--- config.mk ---
export PLATFORM = sky130hd
export DESIGN_NAME = dummy_resp
export DESIGN_NICKNAME = d
export VERILOG_FILES = /design/src/rtl/dummy_resp_pkg.sv /design/src/rtl/dr_window.sv /design/src/rtl/dr_store.sv /design/src/rtl/dr_timer.sv /design/src/rtl/dummy_resp.sv
export SDC_FILE = /design/constraint.sdc
export NUM_CORES = 1
export LEC_CHECK = 0
export ABC_AREA = 1
export BUFFER_PORTS_ARGS = -buffer_cell sky130_fd_sc_hd__buf_2
export CAP_MARGIN = 5
export CORE_MARGIN = 4
export CORE_UTILIZATION = 59
export DETAILED_ROUTE_END_ITERATION = 8
export GPL_ROUTABILITY_DRIVEN = 0
export GPL_TIMING_DRIVEN = 0
export PLACE_DENSITY_LB_ADDON = 0.12
export SYNTH_ARGS = -nofsm -noshare
export SYNTH_HDL_FRONTEND = slang
export SYNTH_HIERARCHICAL = 1
export SYNTH_SLANG_ARGS = --single-unit
--- constraint.sdc ---
create_clock -name clk -period 3.7 [get_ports clk]
set_input_delay 0.185 -clock clk [delete_from_list [all_inputs] [get_ports clk]]
set_output_delay 0.185 -clock clk [all_outputs]
set_load 0.1 [all_outputs]
--- src/rtl/dummy_resp_pkg.sv ---
package dummy_resp_pkg;

    typedef enum logic [2:0] {
        SZ_BYTE = 3'd0,
        SZ_HALF = 3'd1,
        SZ_WORD = 3'd2,
        SZ_DBL  = 3'd3,
        SZ_ODD  = 3'd4
    } size_cls_e;

    typedef struct packed {
        logic        err;
        logic [63:0] data;
    } rsp_t;

    function automatic size_cls_e classify(input logic [3:0] s);
        case (s)
            4'd1:    return SZ_BYTE;
            4'd2:    return SZ_HALF;
            4'd4:    return SZ_WORD;
            4'd8:    return SZ_DBL;
            default: return SZ_ODD;
        endcase
    endfunction

    function automatic logic [1:0] slot_of(input size_cls_e c);
        logic [2:0] b;
        b = c;
        return b[1:0];
    endfunction

    // Mask covering min(s, 8) bytes on the low lanes.
    function automatic logic [63:0] byte_mask(input logic [3:0] s);
        if (s >= 4'd8) return '1;
        return (64'd1 << {s[2:0], 3'b000}) - 64'd1;
    endfunction

endpackage

--- src/rtl/dr_window.sv ---
module dr_window #(
    parameter int                 AW      = 16,
    parameter logic [AW-1:0]      BASE    = '0,
    parameter logic [AW-1:0]      WIN     = 16'h0040,
    parameter bit                 BAD_ALL = 1'b0
) (
    input  logic [AW-1:0] addr,
    output logic          hit
);
    localparam logic [AW:0] LO = {1'b0, BASE};
    localparam logic [AW:0] HI = {1'b0, BASE} + {1'b0, WIN};

    logic [AW:0] a_ext;
    assign a_ext = {1'b0, addr};

    generate
        if (BAD_ALL) begin : g_all
            assign hit = 1'b1;
        end else begin : g_range
            assign hit = (a_ext >= LO) && (a_ext < HI);
        end
    endgenerate
endmodule

--- src/rtl/dr_store.sv ---
module dr_store #(
    parameter logic [63:0] INIT_B = '1,
    parameter logic [63:0] INIT_H = '1,
    parameter logic [63:0] INIT_W = '1,
    parameter logic [63:0] INIT_D = '1
) (
    input  logic        clk,
    input  logic        rst,
    input  logic        wr_en,
    input  logic [1:0]  wr_sel,
    input  logic [63:0] wdata,
    input  logic [1:0]  rd_sel,
    output logic [63:0] rd_val
);
    logic [3:0][63:0] val;

    for (genvar i = 0; i < 4; i++) begin : g_slot
        localparam int          W  = 8 << i;
        localparam logic [63:0] IV = (i == 0) ? INIT_B : (i == 1) ? INIT_H :
                                     (i == 2) ? INIT_W : INIT_D;
        logic [W-1:0] q;
        always_ff @(posedge clk) begin
            if (rst)                              q <= IV[W-1:0];
            else if (wr_en && wr_sel == 2'(i))    q <= wdata[W-1:0];
        end
        if (W < 64) begin : g_pad
            assign val[i] = {{(64-W){1'b0}}, q};
        end else begin : g_full
            assign val[i] = q;
        end
    end

    assign rd_val = val[rd_sel];

    // without a write enable no stored value moves
    a_r4_frozen: assert property (@(posedge clk) disable iff (rst)
        !wr_en |=> $stable(val));
    // a write touches only its own slot
    a_r3_one_slot: assert property (@(posedge clk) disable iff (rst)
        (wr_en && wr_sel != 2'd0) |=> $stable(val[0]));
endmodule

--- src/rtl/dr_timer.sv ---
module dr_timer #(
    parameter int DELAY = 2
) (
    input  logic clk,
    input  logic rst,
    input  logic start,
    input  logic take,
    output logic busy,
    output logic ready
);
    localparam int CW = (DELAY < 2) ? 1 : $clog2(DELAY);

    logic [CW-1:0] cnt;

    always_ff @(posedge clk) begin
        if (rst) begin
            busy <= 1'b0;
            cnt  <= '0;
        end else if (!busy) begin
            if (start) begin
                busy <= 1'b1;
                cnt  <= CW'(DELAY - 1);
            end
        end else if (cnt != '0) begin
            cnt <= cnt - 1'b1;
        end else if (take) begin
            busy <= 1'b0;
        end
    end

    assign ready = busy && (cnt == '0);

    // the handshake edge ends the response
    a_r8_ready_drop: assert property (@(posedge clk) disable iff (rst)
        (ready && take) |=> !ready);
    // a pending access stays pending until answered
    a_r8_hold_busy: assert property (@(posedge clk) disable iff (rst)
        (busy && !ready) |=> busy);
endmodule

--- src/rtl/dummy_resp.sv ---
module dummy_resp #(
    parameter int            AW        = 16,
    parameter logic [AW-1:0] BASE      = 16'h0100,
    parameter logic [AW-1:0] WIN       = 16'h0040,
    parameter int            DELAY     = 3,
    parameter bit            BAD_ALL   = 1'b0,
    parameter bit            UPDATE    = 1'b1,
    parameter bit            ZERO_FILL = 1'b1,
    parameter bit            REPORT    = 1'b1,
    parameter logic [63:0]   INIT_B    = '1,
    parameter logic [63:0]   INIT_H    = '1,
    parameter logic [63:0]   INIT_W    = '1,
    parameter logic [63:0]   INIT_D    = '1
) (
    input  logic          clk,
    input  logic          rst,
    input  logic          req_valid,
    input  logic          req_write,
    input  logic [AW-1:0] req_addr,
    input  logic [3:0]    req_size,
    input  logic [63:0]   req_wdata,
    output logic          rsp_ready,
    output logic          rsp_err,
    output logic [63:0]   rsp_rdata,
    output logic          rpt_valid,
    output logic          rpt_write,
    output logic [AW-1:0] rpt_addr,
    output logic [3:0]    rpt_size,
    output logic [63:0]   rpt_data
);
    import dummy_resp_pkg::*;

    logic      hit, busy, capture, upd_en, odd;
    logic [1:0] sel;
    logic [63:0] stored;
    size_cls_e cls;
    rsp_t      rsp_d, rsp_q;

    dr_window #(.AW(AW), .BASE(BASE), .WIN(WIN), .BAD_ALL(BAD_ALL)) u_win (
        .addr(req_addr), .hit(hit));

    assign capture = req_valid && !busy && hit;
    assign cls     = classify(req_size);
    assign odd     = (cls == SZ_ODD);
    assign sel     = slot_of(cls);

    dr_timer #(.DELAY(DELAY)) u_tmr (
        .clk(clk), .rst(rst), .start(capture), .take(req_valid),
        .busy(busy), .ready(rsp_ready));

    always_comb begin
        rsp_d  = '0;
        upd_en = 1'b0;
        if (BAD_ALL) begin
            rsp_d.err = 1'b1;
        end else if (req_write) begin
            rsp_d.err = odd && (UPDATE || REPORT);
            upd_en    = capture && UPDATE && !odd;
        end else if (odd) begin
            rsp_d.err = !ZERO_FILL;
        end else begin
            rsp_d.data = stored;
        end
    end

    dr_store #(.INIT_B(INIT_B), .INIT_H(INIT_H), .INIT_W(INIT_W), .INIT_D(INIT_D)) u_st (
        .clk(clk), .rst(rst), .wr_en(upd_en), .wr_sel(sel),
        .wdata(req_wdata), .rd_sel(sel), .rd_val(stored));

    always_ff @(posedge clk) begin
        if (rst) rsp_q <= '0;
        else if (capture) rsp_q <= rsp_d;
    end

    assign rsp_err   = rsp_q.err;
    assign rsp_rdata = rsp_q.data;

    always_ff @(posedge clk) begin
        if (rst) begin
            rpt_valid <= 1'b0;
            rpt_write <= 1'b0;
            rpt_addr  <= '0;
            rpt_size  <= '0;
            rpt_data  <= '0;
        end else begin
            rpt_valid <= capture && REPORT;
            if (capture) begin
                rpt_write <= req_write;
                rpt_addr  <= req_addr;
                rpt_size  <= req_size;
                rpt_data  <= req_write ? (req_wdata & byte_mask(req_size)) : '0;
            end
        end
    end

    // one strobe per access
    a_r9_rpt_pulse: assert property (@(posedge clk) disable iff (rst)
        rpt_valid |=> !rpt_valid);
    // an unclaimed address starts no access
    a_r10_unclaimed: assert property (@(posedge clk) disable iff (rst)
        (req_valid && !busy && !hit) |=> !busy);
    // in fail-everything mode every answer is an error
    a_r5_bad_err: assert property (@(posedge clk) disable iff (rst)
        (rsp_ready && BAD_ALL) |-> (rsp_err && rsp_rdata == '0));
    // a strobe only follows an accepted access
    a_r9_rpt_after_capture: assert property (@(posedge clk) disable iff (rst)
        rpt_valid |-> busy);
endmodule

Word-level counts from Yosys, hierarchy flattened
Cells that the tools add are included.

$add $sub $neg: 2. Magnitude comparators: 4. Equality and inequality tests: 9. Shift operators: 1. Multiplexer cells: 22. Bitwise gates (word level): 1. Reductions and logical operators: 16.

Operators with widths (count): two-way mux 64 bit (8); binary-select mux 64 bit (select 2 bit) (1); bitwise AND 64 bit (1); left shift 1 x 6 -> 64 bit (first input constant) (1); subtractor 64 x 1 -> 64 bit (second input constant) (1); >= comparator 16 x 9 -> 1 bit (second input constant) (1); less-than comparator 16 x 9 -> 1 bit (second input constant) (1); one-hot mux 3 bit (4 select lines) (1); logical AND 1 bit (9); two-way mux 1 bit (9); two-way mux 2 bit (3); equality test 2 bit (second input constant) (2); equality test 4 x 1 -> 1 bit (second input constant) (1); equality test 4 x 2 -> 1 bit (second input constant) (1); equality test 4 x 3 -> 1 bit (second input constant) (1); equality test 4 bit (second input constant) (1); >= comparator 4 bit (second input constant) (1); logical NOT 2 bit (2); nonzero test 2 bit (2); equality test 3 bit (second input constant) (1); less-than comparator 2 x 3 -> 1 bit (second input constant) (1); equality test 2 x 1 -> 1 bit (second input constant) (1); logical NOT 1 bit (2); inequality test 2 bit (second input constant) (1); other kinds (2) (2).

Register bits after elaboration: 274. Input port bits: 88. Output and inout bits: 152.

Logic depth before layout (Yosys ltp)
Gate-level depths: netlist of the first run.

Word-level depth: 10. Mapped depth: 15.

Hierarchy
The synthesis of the first run kept the hierarchy.

Modules (own cells, without submodules): dummy_resp (instances 1, cells each 688, area an instance 5526.6 um2, seq. area each 3022.9 um2); dr_store (instances 1, cells each 787, area an instance 5501.5 um2, seq. area each 2402.3 um2); dr_timer (instances 1, cells each 25, area an instance 156.4 um2, seq. area each 60.1 um2); dr_window (instances 1, cells each 8, area an instance 32.5 um2, seq. area each 0.0 um2).

Least setup slack after synthesis of the first run
OpenSTA, ideal clock, no wires.

Path type: input-to-reg. Start point: input req_size[3]. End point: register rsp_q (netlist bit rsp_rdata[20]). Library setup time: 0.062 ns. Arrival time: 1.851 ns. Data required time: 3.638 ns. Setup slack: 1.787 ns. Cell stages on the path: 12. Path buffers: 3. Cell sequence: nor2_1 > nand3_1 > nand2_1 > buf_6 > inv_1 > a21oi_1 > buf_2 > clkbuf_1 > o21ai_0 > nor2_1 > nand3_1 > nand2_1.

Longest elaborated chain between the ends: 6.

RTL lines: from (decl) (line dummy_resp.sv:20) `input logic [3:0] req_size,`; equality test 4 bit (tied with other cells) (line dummy_resp_pkg.sv:17) `case (s)`; one-hot mux 3 bit (4 select lines) * (line dummy_resp_pkg.sv:17); net cls[0] (line dummy_resp.sv:36) `size_cls_e cls;`; binary-select mux 64 bit (select 2 bit) * (line dr_store.sv:33) `assign rd_val = val[rd_sel];`; two-way mux 64 bit (not written as such) * (line dr_store.sv:33); net stored[20] (line dummy_resp.sv:35) `logic [63:0] stored;`; two-way mux 64 bit * (line dummy_resp.sv:59) `end else if (odd) begin`; two-way mux 64 bit * (line dummy_resp.sv:56) `end else if (req_write) begin`; to (signal assigned) (line dummy_resp.sv:72) `else if (capture) rsp_q <= rsp_d;`; to (decl) (line dummy_resp.sv:37) `rsp_t rsp_d, rsp_q;`.

Mark *: on every way through the listed nets, which the timed path passes. The rest lies on a longest branch. The select of a mux whose other input is x is not followed. A chain may end at the register's enable or synchronous reset.

Worst setup path after layout of the first run
Start point: input req_size[2]. End point: register u_st.g_slot[2].q[23].

Longest elaborated chain between the ends: 7.

RTL lines: equality test 4 bit (tied with other cells) (line dummy_resp_pkg.sv:17); one-hot mux 3 bit (4 select lines) * (line dummy_resp_pkg.sv:17); net cls[0] (line dummy_resp.sv:36); equality test 3 bit (line dummy_resp.sv:44) `assign odd = (cls == SZ_ODD);`; logical NOT 1 bit (line dummy_resp.sv:58) `upd_en = capture && UPDATE && !odd;`; logical AND 1 bit (line dummy_resp.sv:58); two-way mux 1 bit (line dummy_resp.sv:56); logical AND 1 bit * (line dr_store.sv:24) `else if (wr_en && wr_sel == 2'(i)) q <= wdata[W-1:0];`; to (signal assigned) (line dr_store.sv:23) `if (rst) q <= IV[W-1:0];`; to (signal assigned) (line dr_store.sv:24); to (decl) (line dr_store.sv:21) `logic [W-1:0] q;`.

Mark *: on every way through the listed nets, which the timed path passes. The rest lies on a longest branch.

==> tab_implementation.tex, run 1 <==
\begin{tabular}{lr}
\hline
Metric & Value \\
\hline
\multicolumn{2}{l}{\textbf{Outcome}} \\
\quad Run status & complete, but fails checks \\
\quad Violated checks & design-rule violations \\
\multicolumn{2}{l}{\textbf{Setup path}} \\
\quad Worst setup path endpoint & u\_st/g\_slot[2].q[23]\$\_SDFFE\_PP1P\_ \\
\quad Delay of the slowest critical-path stage & 0.56 ns \\
\quad CP max FO & 10 \\
\quad Critical path class & in2reg \\
\quad Worst EP arrival & around 3.4 ns \\
\quad Type of element capturing the critical path & flip-flop \\
\quad Reg-to-reg setup timing slack & 1.16 ns \\
\quad Reg-to-reg critical path startpoint & u\_tmr/busy\$\_SDFF\_PP0\_ \\
\quad Library cell contributing the largest single delay on the critical path & sky130\_fd\_sc\_hd\_\_dlygate4sd3\_1 \\
\quad Worst Setup Start Kind & primary input \\
\quad Crit-path cells & dlygate4sd3\_1, buf\_2, nor2\_1, nand3\_1, nand2\_1, buf\_6, inv\_1, a21oi\_1, inv\_1, nand3\_1, clkbuf\_1, nand2\_1, nand3\_1 \\
\quad Critical path required time & between 4 and 5 ns \\
\quad CP most frequent cell & sky130\_fd\_sc\_hd\_\_nand3\_1 \\
\quad Launch point of the worst path & req\_size[2] \\
\quad Worst reg2reg path endpoint & u\_st/g\_slot[0].q[6]\$\_SDFFE\_PP1P\_ \\
\quad Cell count of the worst reg-to-reg path & 11 \\
\multicolumn{2}{l}{\textbf{Power}} \\
\quad PD cells & 439.7 nW/µm² \\
\quad Static power due to leakage & approximately 7.0 nW \\
\quad Max rail drop VDD & 0.4004 mV \\
\multicolumn{2}{l}{\textbf{CTS}} \\
\quad Max clock buf depth & 3 \\
\quad Insertion delay of the later-clocked pin in the worst-skew pair & 0.54 ns \\
\quad Number of setup buffers added after CTS & 0 \\
\quad Number of buffers created by CTS & 28 \\
\quad \# H-tree levels & 1 \\
\quad Clock transition at the registers of the reported paths & 0.06 ns \\
\quad Clock root buffer & sky130\_fd\_sc\_hd\_\_clkbuf\_16 \\
\quad Clk sinks & 274 \\
\quad TritonCTS clock tree & built \\
\multicolumn{2}{l}{\textbf{Place}} \\
\quad Count of buffers from port buffering & between 200 and 250 \\
\quad Post-placement cell count & 1,980 \\
\quad HPWL after detailed placement & 25,830 µm \\
\quad Dpl ws & 0.8966 ns \\
\multicolumn{2}{l}{\textbf{STA}} \\
\quad Relative slew slack & 50.17\% \\
\quad Number of hold violations in the final report & 0 \\
\quad Unrepaired setup endpoints after global routing & no \\
\quad Highest attainable clock frequency & 0.3369 GHz \\
\quad Crit path time final & 2.968 ns \\
\quad Worst slew pin tran & 0.7475 ns \\
\quad Setup-violating endpoint count in the final report & 0 \\
\quad Max-slew violation count & 0 \\
\quad Final worst path period share & 80.21\% \\
\quad Setup clock skew after layout & roughly 0.0078 ns \\
\quad Setup WS post-layout & around 0.73 ns \\
\quad Final sum of negative setup slack & 0 ns \\
\multicolumn{2}{l}{\textbf{Layout}} \\
\quad Most common cell after layout, fill and taps aside & sky130\_fd\_sc\_hd\_\_nand2\_1 \\
\quad Most frequent cells in the layout & 349 x sky130\_fd\_sc\_hd\_\_nand2\_1, 343 x sky130\_fd\_sc\_hd\_\_nand3\_1, 295 x sky130\_fd\_sc\_hd\_\_buf\_2, 274 x sky130\_fd\_sc\_hd\_\_dfxtp\_1, 116 x sky130\_fd\_sc\_hd\_\_nor2\_1 \\
\quad Filler Cells Inserted & 1,390 \\
\quad Area growth from synthesis to layout & 29.85\% \\
\quad Final layout net count & 1,952 \\
\quad Layout cell share with drive strength beyond 1 & roughly 20\% \\
\quad Finished Layout Cells & 2,120 \\
\multicolumn{2}{l}{\textbf{Routing}} \\
\quad Average via count per standard cell & just under 6 \\
\quad DRC marker count from the first detailed-route iteration & 1,394 \\
\quad Routed wire length & 38,770 µm \\
\quad Number of detailed-route iterations in the first pass & 8 \\
\quad Remaining antenna violation count after routing & 0 \\
\quad Via count & 12,600 \\
\quad Average routed wire per standard cell & 18.29 µm \\
\quad Drt drc & 1 \\
\multicolumn{2}{l}{\textbf{Yosys}} \\
\quad Library cells used by synthesis & 22 \\
\quad Synthesized netlist net count & 1,597 \\
\quad Post-synthesis cell count & around 1,500 \\
\quad Number of register bits inferred by synthesis & 274 \\
\quad Syn avg cell area & 7.438 µm² \\
\quad Count of synthesis-stage warnings from yosys & 6 \\
\quad Sequential element share of the synthesized area & 48.90\% \\
\quad Total standard cell area after synthesis & 11,220 µm² \\
\multicolumn{2}{l}{\textbf{Global routing}} \\
\quad Overall routing resource usage & 34.53\% \\
\quad Initial antenna violation count & 2 \\
\quad Largest net degree at the start of global routing & 15 \\
\quad Wire length of the first global-routing pass & between 60,000 and 70,000 µm \\
\quad Gr ovfl total & 0 \\
\quad Vias in the first global route & $\sim$12,000 \\
\multicolumn{2}{l}{\textbf{Die}} \\
\quad Die Outline Area & 21,280 µm² \\
\quad Horiz. Die Dim & 145.9 µm \\
\quad Core area & 18,710 µm² \\
\quad Initial core utilization & 59.97\% \\
\quad Site Rows & 50 \\
\quad Die outline height & between 100 and 150 µm \\
\quad Number of I/O pins & 240 \\
\multicolumn{2}{l}{\textbf{Run}} \\
\quad Max\_cap viols & 0 \\
\multicolumn{2}{l}{\textbf{Min path}} \\
\quad Hold/Removal Path Class & in2reg \\
\hline
\end{tabular}
==> final cells by class <==
| type | instances | area [µm²] | area share (%) |
|---|---|---|---|
| antenna | 1 | 2.502 | 0.01718 |
| buffer | 136 | 660.6 | 4.536 |
| clock buffer | 42 | 854.6 | 5.867 |
| clock inverter | 10 | 136.4 | 0.9363 |
| inverter | 33 | 123.9 | 0.8504 |
| multi-input combinational | 1065 | 4947 | 33.97 |
| sequential | 274 | 5485 | 37.66 |
| tap | 234 | 292.8 | 2.010 |
| timing repair buffer | 325 | 2062 | 14.16 |
==> sequential cells by signal, indices dropped and copies added, names as in the netlist <==
signal	cells
rsp_rdata	64
rpt_addr	16
u_st/g_slot.q	120
u_tmr/cnt	2
rpt_write	1
rpt_valid	1
u_tmr/busy	1
rpt_size	4
rsp_err	1
rpt_data	64
==> worst max-delay path, delay by kind of cell <==
kind,cells,cell delay (ns)
buf+inv,6,1.75
compound gates,1,0.50
simple gates,6,1.01
==> stage by stage <==
stage	utilization, %	cell area (µm²)	total power, mW	hold slack [ns]
after floorplan	-	11220	3.216	0.2744
after global placement	67.90	12700	3.379	0.3889
after detailed placement	67.90	12700	3.383	0.3961
after CTS	77.85	14560	6.390	0.1024
after global routing	77.87	14570	6.580	0.1664
final	77.87	14570	6.404	0.1223
==> Yosys cell counts, drive strengths merged <==
cell    number  area (µm²)
dfxtp      274        5485
nand3      347        1757
nand4      112       700.7
buf         79       446.7
inv         33       123.9
a21oi       72       360.4
nand2      350        1321
ha           1       12.51
clkbuf      57       214.0
o21ai       55       275.3
or2          8       50.05
nor2       120       470.5
==> logic make-up (layout without fill, tap and decap cells) <==
| family | after synthesis | in the layout | synth area share [%] |
|---|---|---|---|
| other cells | 0 | 1 | 0 |
| simple gates | 937 | 937 | 38.33 |
| compound gates | 127 | 127 | 5.666 |
| buf+inv | 169 | 546 | 6.994 |
| flops | 274 | 274 | 48.90 |
| fa+ha+maj | 1 | 1 | 0.1115 |
==> worst min path at each step <==
stage / from / end / slack (ns) / depth (start not counted)
floorplan: req_valid / u_tmr/busy$_SDFF_PP0_ / 0.27 / 1
global placement: req_valid / u_tmr/busy$_SDFF_PP0_ / 0.39 / 2
detailed placement: req_valid / u_tmr/busy$_SDFF_PP0_ / 0.40 / 2
CTS: req_size[3] / rsp_err$_SDFFE_PP0P_ / 0.10 / 5
global route: req_size[3] / rsp_err$_SDFFE_PP0P_ / 0.17 / 5
finish: req_size[3] / rsp_err$_SDFFE_PP0P_ / 0.12 / 5
==> where the power goes <==
group	switching (mW)	total, mW	internal, mW
clock	1.19	2.99	1.80
sequential	0.000172	2.95	2.95
combinational	0.306	0.462	0.156
==> what timing repair did <==
item	CTS	global route
gates resized for setup	0	0
hold buffers	87	0
hold endpoints to repair	202	0
==> layer usage <==
layer	GRT usage, %	wire length, µm
met2	57.99	18330
met1	43.99	14740
met3	6.166	3942
met4	14.34	1760
met5	0	0
(Power assumes the default switching activity.)
==> run 2: changes to the inputs <==
CORE_UTILIZATION = 54   (was 59)
clock period = 2.75 ns   (was 3.7 ns; I/O delays follow)
==> tab_implementation.tex, run 2 (synthesis gave the netlist of run 1 again) <==
\begin{tabular}{lr}
\hline
Metric & Value \\
\hline
\multicolumn{2}{l}{\textbf{CTS}} \\
\quad Number of buffers created by CTS & 28 (unchanged) \\
\quad Insertion delay of the later-clocked pin in the worst-skew pair & 0.54 ns (about the same) \\
\quad Clk sinks & 274 (unchanged) \\
\quad TritonCTS clock tree & built \\
\quad Max clock buf depth & 3 (unchanged) \\
\quad Clock root buffer & sky130\_fd\_sc\_hd\_\_clkbuf\_16 \\
\quad Number of setup buffers added after CTS & 0 (unchanged) \\
\quad Clock transition at the registers of the reported paths & 0.06 ns (about the same) \\
\quad \# H-tree levels & 1 (unchanged) \\
\multicolumn{2}{l}{\textbf{Layout}} \\
\quad Most frequent cells in the layout & 349 x sky130\_fd\_sc\_hd\_\_nand2\_1, 343 x sky130\_fd\_sc\_hd\_\_nand3\_1, 292 x sky130\_fd\_sc\_hd\_\_buf\_2, 274 x sky130\_fd\_sc\_hd\_\_dfxtp\_1, 116 x sky130\_fd\_sc\_hd\_\_nor2\_1 \\
\quad Most common cell after layout, fill and taps aside & sky130\_fd\_sc\_hd\_\_nand2\_1 \\
\quad Final layout net count & 1,952 (unchanged) \\
\quad Filler Cells Inserted & 1,690 (+22\%) \\
\quad Area growth from synthesis to layout & 30.75\% \\
\quad Final cell utilization of the core & 72.02\% (-5.8 points) \\
\quad Max FFs per register & 120 (unchanged) \\
\quad Largest Register & u\_st/g\_slot.q \\
\quad Finished Layout Cells & 2,158 (+1.8\%) \\
\quad Layout cell share with drive strength beyond 1 & 20.17\% (+0.17 points) \\
\multicolumn{2}{l}{\textbf{Place}} \\
\quad HPWL after detailed placement & 26,250 µm (+1.6\%) \\
\quad Post-placement cell count & 2,016 (+1.8\%) \\
\quad Count of buffers from port buffering & 238 (unchanged) \\
\quad Dpl ws & 0.05834 ns (-0.8382 ns) \\
\multicolumn{2}{l}{\textbf{STA}} \\
\quad Final worst path period share & 94.07\% \\
\quad Final sum of negative setup slack & 0 ns (unchanged) \\
\quad Relative slew slack & 39.01\% (-11 points) \\
\quad Highest attainable clock frequency & 0.3866 GHz \\
\quad Unrepaired setup endpoints after global routing & no \\
\quad Setup WS post-layout & 0.1632 ns (-0.5689 ns) \\
\quad Setup clock skew after layout & 0.008807 ns (+0.0009628 ns) \\
\quad Worst slew pin tran & 0.9088 ns (+0.1613 ns) \\
\quad Setup-violating endpoint count in the final report & 0 (unchanged) \\
\quad Max-slew violation count & 0 (unchanged) \\
\quad Crit path time final & 2.587 ns \\
\quad Number of hold violations in the final report & 0 (unchanged) \\
\multicolumn{2}{l}{\textbf{Min path}} \\
\quad Hold/Removal Path Class & in2reg \\
\multicolumn{2}{l}{\textbf{Setup path}} \\
\quad Critical path class & in2reg \\
\quad Worst EP arrival & 2.98 ns (-0.46 ns) \\
\quad Worst Setup Start Kind & primary input \\
\quad Crit-path cells & dlygate4sd3\_1, buf\_2, nor2\_1, nand3\_1, nand2\_1, buf\_6, inv\_1, a21oi\_2, buf\_4, nand3\_2, buf\_2, nand2\_1, nand3\_1 \\
\quad Reg-to-reg setup timing slack & 0.38 ns (-0.78 ns) \\
\quad Critical path required time & 3.15 ns (-1.03 ns) \\
\quad CP max FO & 10 (unchanged) \\
\quad Type of element capturing the critical path & flip-flop \\
\quad Top delay family on crit path & buffers and inverters \\
\quad Delay of the slowest critical-path stage & 0.56 ns (about the same) \\
\quad Buffers \& Inverters on Critical Path & 6 (unchanged) \\
\quad Library cell contributing the largest single delay on the critical path & sky130\_fd\_sc\_hd\_\_dlygate4sd3\_1 \\
\multicolumn{2}{l}{\textbf{Power}} \\
\quad Combinational share of power & 7.0\% (-0.2 points) \\
\quad Proportion of power drawn by the clock network & 47.5\% (+0.8 points) \\
\quad Switch share & 22.70\% (-0.65 points) \\
\quad Design internal power & 6.753 mW (+38\%) \\
\quad Portion of total power attributed to sequential cells & 45.4\% (-0.7 points) \\
\quad Max rail drop VDD & 0.4572 mV (+14\%) \\
\quad Net switching component of the power & 1.984 mW (+33\%) \\
\quad PD cells & 595.7 nW/µm² (+35\%) \\
\quad Static power due to leakage & 6.996 nW (+0.46\%) \\
\multicolumn{2}{l}{\textbf{Routing}} \\
\quad DRC marker count from the first detailed-route iteration & 1,176 (-16\%) \\
\quad Average via count per standard cell & 5.680 (-4.4\%) \\
\quad Via count & 12,260 (-2.7\%) \\
\quad Drt drc & 0 (-1) \\
\quad Number of detailed-route iterations in the first pass & 6 (-2) \\
\quad Routed wire length & 38,640 µm (-0.34\%) \\
\quad Average routed wire per standard cell & 17.91 µm (-2.1\%) \\
\quad Remaining antenna violation count after routing & 0 (unchanged) \\
\multicolumn{2}{l}{\textbf{Global routing}} \\
\quad Overall routing resource usage & 31.62\% (-2.9 points) \\
\quad Vias in the first global route & 11,770 (+0.67\%) \\
\quad Initial antenna violation count & 4 (+2) \\
\quad Wire length of the first global-routing pass & 61,110 µm (+0.32\%) \\
\quad Largest net degree at the start of global routing & 15 (unchanged) \\
\quad Gr ovfl total & 0 (unchanged) \\
\multicolumn{2}{l}{\textbf{Outcome}} \\
\quad Run status & complete, no violations \\
\multicolumn{2}{l}{\textbf{Die}} \\
\quad Core area & 20,360 µm² (+8.9\%) \\
\quad Initial core utilization & 55.08\% (-4.9 points) \\
\quad Horiz. Die Dim & 152.1 µm (+4.3\%) \\
\quad Number of I/O pins & 240 (unchanged) \\
\quad Site Rows & 52 (+4.0\%) \\
\quad Die Outline Area & 23,140 µm² (+8.7\%) \\
\quad Die outline height & 152.1 µm (+4.3\%) \\
\multicolumn{2}{l}{\textbf{Run}} \\
\quad Max\_cap viols & 0 (unchanged) \\
\hline
\end{tabular}
-- run 2: changes by cell type in the layout (fill, tap and decap cells not counted), sizes merged --
cell / previous run / this run
buf: 317 / 314
diode: 1 / 4
bufinv: 3 / 5
clkinv: 4 / 6
clkinvlp: 3 / 0
inv: 33 / 34
-- run 2: per-layer routing --
metal | GRT usage (%) | part of all wire (%) | vias to the layer above
met5 | 0 | 0 | -
met4 | 15.37 | 4.7 | 0
met3 | 6.257 | 9.3 | 131
met2 | 53.30 | 47 | 674
met1 | 38.83 | 39 | 5610
li1 | - | - | 5843
-- run 2: path summary, 6_finish.rpt --
path | from | endpoint | cells past startpoint
worst max-delay path | req_size[2] | u_st/g_slot[3].q[44]$_SDFFE_PP1P_ | 13
worst min-delay path | req_size[3] | rsp_err$_SDFFE_PP0P_ | 5
worst max register to register | u_tmr/busy$_SDFF_PP0_ | u_st/g_slot[3].q[46]$_SDFFE_PP1P_ | 11
worst min register to register | u_st/g_slot[0].q[7]$_SDFFE_PP1P_ | u_st/g_slot[0].q[7]$_SDFFE_PP1P_ | 2
-- run 2: worst reg2reg max path: cells and delay by family, from the launching register on --
family / cells / cell delay [ns]
buffers and inverters: 6 / 1.15
DFF: 1 / 0.36
and+or+nand+nor: 5 / 0.80
-- run 2: cell type report --
cell class	count	area, µm²	share of cell area [%]
Antenna cell	4	10.01	0.06825
Buffer	136	669.4	4.564
Clock buffer	39	833.3	5.682
Clock inverter	12	188.9	1.288
Inverter	33	123.9	0.8446
Multi-Input combinational cell	1065	4956	33.79
Sequential cell	274	5485	37.40
Tap cell	270	337.8	2.303
Timing Repair Buffer	325	2062	14.06
-- run 2: per-stage QoR --
| step | power [mW] | instance area, µm² | hold WS (ns) |
|---|---|---|---|
| final | 8.737 | 14670 | 0.06514 |
| after detailed placement | 4.552 | 12750 | 0.3561 |
| after floorplan | 4.326 | 11220 | 0.2269 |
| after global placement | 4.551 | 12750 | 0.3510 |
| after CTS | 8.754 | 14640 | 0.04869 |
| after global routing | 8.981 | 14670 | 0.1103 |
-- run 2: what timing repair did --
action | 4_1_cts | 5_1_grt
hold endpoints to repair | 206 | 0
hold buffers | 87 | 0
resized for setup | 0 | 7
setup endpoints to repair | 0 | 135
-- run 2: power groups by stage --
stage / clock network [mW] / registers, mW / logic (mW)
2_1_floorplan: 0 / 4.06 / 0.266
3_3_place_gp: 0 / 4.06 / 0.493
3_5_place_dp: 0 / 4.06 / 0.495
4_1_cts: 4.19 / 3.97 / 0.594
5_1_grt: 4.36 / 3.97 / 0.657
6_report: 4.15 / 3.97 / 0.615
==> run 3: changes to the inputs <==
CTS_BUF_LIST = sky130_fd_sc_hd__clkbuf_16   (was not set)
==> tab_implementation.tex, run 3 (synthesis gave the netlist of run 1 again) <==
\begin{tabular}{lr}
\hline
Metric & Value \\
\hline
\multicolumn{2}{l}{\textbf{Outcome}} \\
\quad Run status & complete, no violations \\
\multicolumn{2}{l}{\textbf{Layout}} \\
\quad Final layout net count & 1,952 (unchanged) \\
\quad Layout cell share with drive strength beyond 1 & 19.80\% (-0.37 points) \\
\quad Most common cell after layout, fill and taps aside & sky130\_fd\_sc\_hd\_\_nand2\_1 \\
\quad Area growth from synthesis to layout & 30.08\% \\
\quad Most frequent cells in the layout & 349 x sky130\_fd\_sc\_hd\_\_nand2\_1, 343 x sky130\_fd\_sc\_hd\_\_nand3\_1, 293 x sky130\_fd\_sc\_hd\_\_buf\_2, 274 x sky130\_fd\_sc\_hd\_\_dfxtp\_1, 116 x sky130\_fd\_sc\_hd\_\_nor2\_1 \\
\quad Cell area after layout & 14,590 µm² (-0.51\%) \\
\quad Largest Register & u\_st/g\_slot.q \\
\quad Max FFs per register & 120 (unchanged) \\
\multicolumn{2}{l}{\textbf{Die}} \\
\quad Initial core utilization & 55.08\% (unchanged) \\
\quad Horiz. Die Dim & 152.1 µm (unchanged) \\
\quad Die outline height & 152.1 µm (unchanged) \\
\quad Number of I/O pins & 240 (unchanged) \\
\quad Core area & 20,360 µm² (unchanged) \\
\quad Die Outline Area & 23,140 µm² (unchanged) \\
\quad Site Rows & 52 (unchanged) \\
\multicolumn{2}{l}{\textbf{Global routing}} \\
\quad Overall routing resource usage & 31.55\% (-0.070 points) \\
\quad Vias in the first global route & 11,760 (-0.11\%) \\
\quad Gr ovfl total & 0 (unchanged) \\
\quad Wire length of the first global-routing pass & 61,050 µm (about the same) \\
\quad Largest net degree at the start of global routing & 15 (unchanged) \\
\quad Initial antenna violation count & 3 (-1) \\
\multicolumn{2}{l}{\textbf{STA}} \\
\quad Relative slew slack & 33.34\% (-5.7 points) \\
\quad Setup clock skew after layout & 0.008472 ns (-0.0003357 ns) \\
\quad Setup-violating endpoint count in the final report & 0 (unchanged) \\
\quad Unrepaired setup endpoints after global routing & no \\
\quad Crit path time final & 2.608 ns (+0.02142 ns) \\
\quad Setup WS post-layout & 0.1418 ns (-0.02142 ns) \\
\quad Max-slew violation count & 0 (unchanged) \\
\quad Final sum of negative setup slack & 0 ns (unchanged) \\
\quad Number of hold violations in the final report & 0 (unchanged) \\
\quad Highest attainable clock frequency & 0.3834 GHz (-0.82\%) \\
\quad Final worst path period share & 94.84\% (+0.78 points) \\
\quad Worst slew pin tran & 0.9933 ns (+0.08451 ns) \\
\multicolumn{2}{l}{\textbf{Power}} \\
\quad Proportion of power drawn by the clock network & 46.2\% (-1.3 points) \\
\quad PD cells & 584.2 nW/µm² (-1.9\%) \\
\quad Combinational share of power & 7.2\% (+0.2 points) \\
\quad Static power due to leakage & 6.969 nW (-0.37\%) \\
\quad Design internal power & 6.547 mW (-3.1\%) \\
\quad Portion of total power attributed to sequential cells & 46.6\% (+1.2 points) \\
\quad Switch share & 23.20\% (+0.50 points) \\
\quad Net switching component of the power & 1.978 mW (-0.28\%) \\
\quad Max rail drop VDD & 0.4412 mV (-3.5\%) \\
\multicolumn{2}{l}{\textbf{Routing}} \\
\quad DRC marker count from the first detailed-route iteration & 1,234 (+4.9\%) \\
\quad Routed wire length & 38,550 µm (-0.23\%) \\
\quad Via count & 12,270 (+0.13\%) \\
\quad Average via count per standard cell & 5.690 (+0.18\%) \\
\quad Number of detailed-route iterations in the first pass & 7 (+1) \\
\quad Average routed wire per standard cell & 17.87 µm (-0.18\%) \\
\quad Remaining antenna violation count after routing & 0 (unchanged) \\
\quad Drt drc & 0 (unchanged) \\
\multicolumn{2}{l}{\textbf{CTS}} \\
\quad Clk sinks & 274 (unchanged) \\
\quad \# H-tree levels & 1 (unchanged) \\
\quad Number of setup buffers added after CTS & 0 (unchanged) \\
\quad Clock transition at the registers of the reported paths & 0.06 ns (about the same) \\
\quad Insertion delay of the later-clocked pin in the worst-skew pair & 0.54 ns (about the same) \\
\quad Clock root buffer & sky130\_fd\_sc\_hd\_\_clkbuf\_16 \\
\quad Max clock buf depth & 3 (unchanged) \\
\quad TritonCTS clock tree & built \\
\quad Number of buffers created by CTS & 28 (unchanged) \\
\multicolumn{2}{l}{\textbf{Setup path}} \\
\quad Type of element capturing the critical path & flip-flop \\
\quad Worst Setup Start Kind & primary input \\
\quad Critical path class & in2reg \\
\quad Reg-to-reg setup timing slack & 0.32 ns (-0.06 ns) \\
\quad CP max FO & 10 (unchanged) \\
\quad Critical path required time & 3.14 ns (about the same) \\
\quad Worst EP arrival & 3.00 ns (+0.02 ns) \\
\multicolumn{2}{l}{\textbf{Place}} \\
\quad Dpl ws & 0.05834 ns (unchanged) \\
\quad HPWL after detailed placement & 26,250 µm (unchanged) \\
\quad Cell area after placement & 12,750 µm² (unchanged) \\
\quad Count of buffers from port buffering & 238 (unchanged) \\
\multicolumn{2}{l}{\textbf{Min path}} \\
\quad Hold/Removal Path Class & in2reg \\
\multicolumn{2}{l}{\textbf{Run}} \\
\quad Max\_cap viols & 0 (unchanged) \\
\hline
\end{tabular}
## run 3: metrics by stage
step | hold WS [ns] | utilization, % | power [mW] | instances
floorplan | 0.2269 | - | 4.326 | 1508
global placement | 0.3510 | 62.59 | 4.551 | 2016
detailed placement | 0.3561 | 62.59 | 4.552 | 2016
CTS | 0.04869 | 71.54 | 8.541 | 2154
global route | 0.1102 | 71.65 | 8.758 | 2157
finish | 0.06993 | 71.65 | 8.525 | 2157
## run 3: worst paths after layout
kind | startpoint | to | cells after the start
worst max register to register | u_tmr/busy$_SDFF_PP0_ | u_st/g_slot[3].q[47]$_SDFFE_PP1P_ | 11
worst min-delay path | req_size[3] | rsp_err$_SDFFE_PP0P_ | 5
worst max-delay path | req_addr[12] | u_st/g_slot[3].q[47]$_SDFFE_PP1P_ | 15
worst min register to register | u_st/g_slot[0].q[7]$_SDFFE_PP1P_ | u_st/g_slot[0].q[7]$_SDFFE_PP1P_ | 2
## run 3: critical path, cell delays in order
cell,delay [ns]
sky130_fd_sc_hd__dlygate4sd3_1,0.54
sky130_fd_sc_hd__buf_2,0.14
sky130_fd_sc_hd__nor2_1,0.09
sky130_fd_sc_hd__nand3_1,0.09
sky130_fd_sc_hd__nor2_1,0.12
sky130_fd_sc_hd__nand3_2,0.18
sky130_fd_sc_hd__nor2_4,0.23
sky130_fd_sc_hd__buf_2,0.31
sky130_fd_sc_hd__inv_1,0.10
sky130_fd_sc_hd__nor2_1,0.11
sky130_fd_sc_hd__buf_2,0.19
sky130_fd_sc_hd__nand3_2,0.27
sky130_fd_sc_hd__buf_2,0.29
sky130_fd_sc_hd__nand2_1,0.10
sky130_fd_sc_hd__nand3_1,0.09
## run 3: routing by layer
metal  wire [µm]  track usage (%)  vias to the layer above
met1       15300            38.85                     5670
met5           0                0                        -
met3        3364            6.200                      134
met4        1739            15.28                        0
li1            -                -                     5842
met2       18150            53.11                      628
## run 3: repair_timing
action                     in CTS  in global routing
setup endpoints to repair       0                136
resized for setup               0                  6
hold endpoints to repair      206                  0
hold buffers                   87                  0
## run 3: power groups by stage
stage	Sequential, mW	Combinational, mW	Clock (mW)
floorplan	4.06	0.266	0
detailed placement	4.06	0.495	0
CTS	3.97	0.594	3.98
global route	3.97	0.659	4.13
finish	3.97	0.616	3.94
global placement	4.06	0.493	0
## run 3: cell type report
| type | count | area, µm² |
|---|---|---|
| fill | 1714 | 5773 |
| sequential | 274 | 5485 |
| multi-input combinational | 1065 | 4956 |
| timing repair buffer | 325 | 2062 |
| clock buffer | 29 | 725.7 |
| buffer | 136 | 666.9 |
| tap | 270 | 337.8 |
| clock inverter | 22 | 226.5 |
| inverter | 33 | 123.9 |
| antenna | 3 | 7.507 |
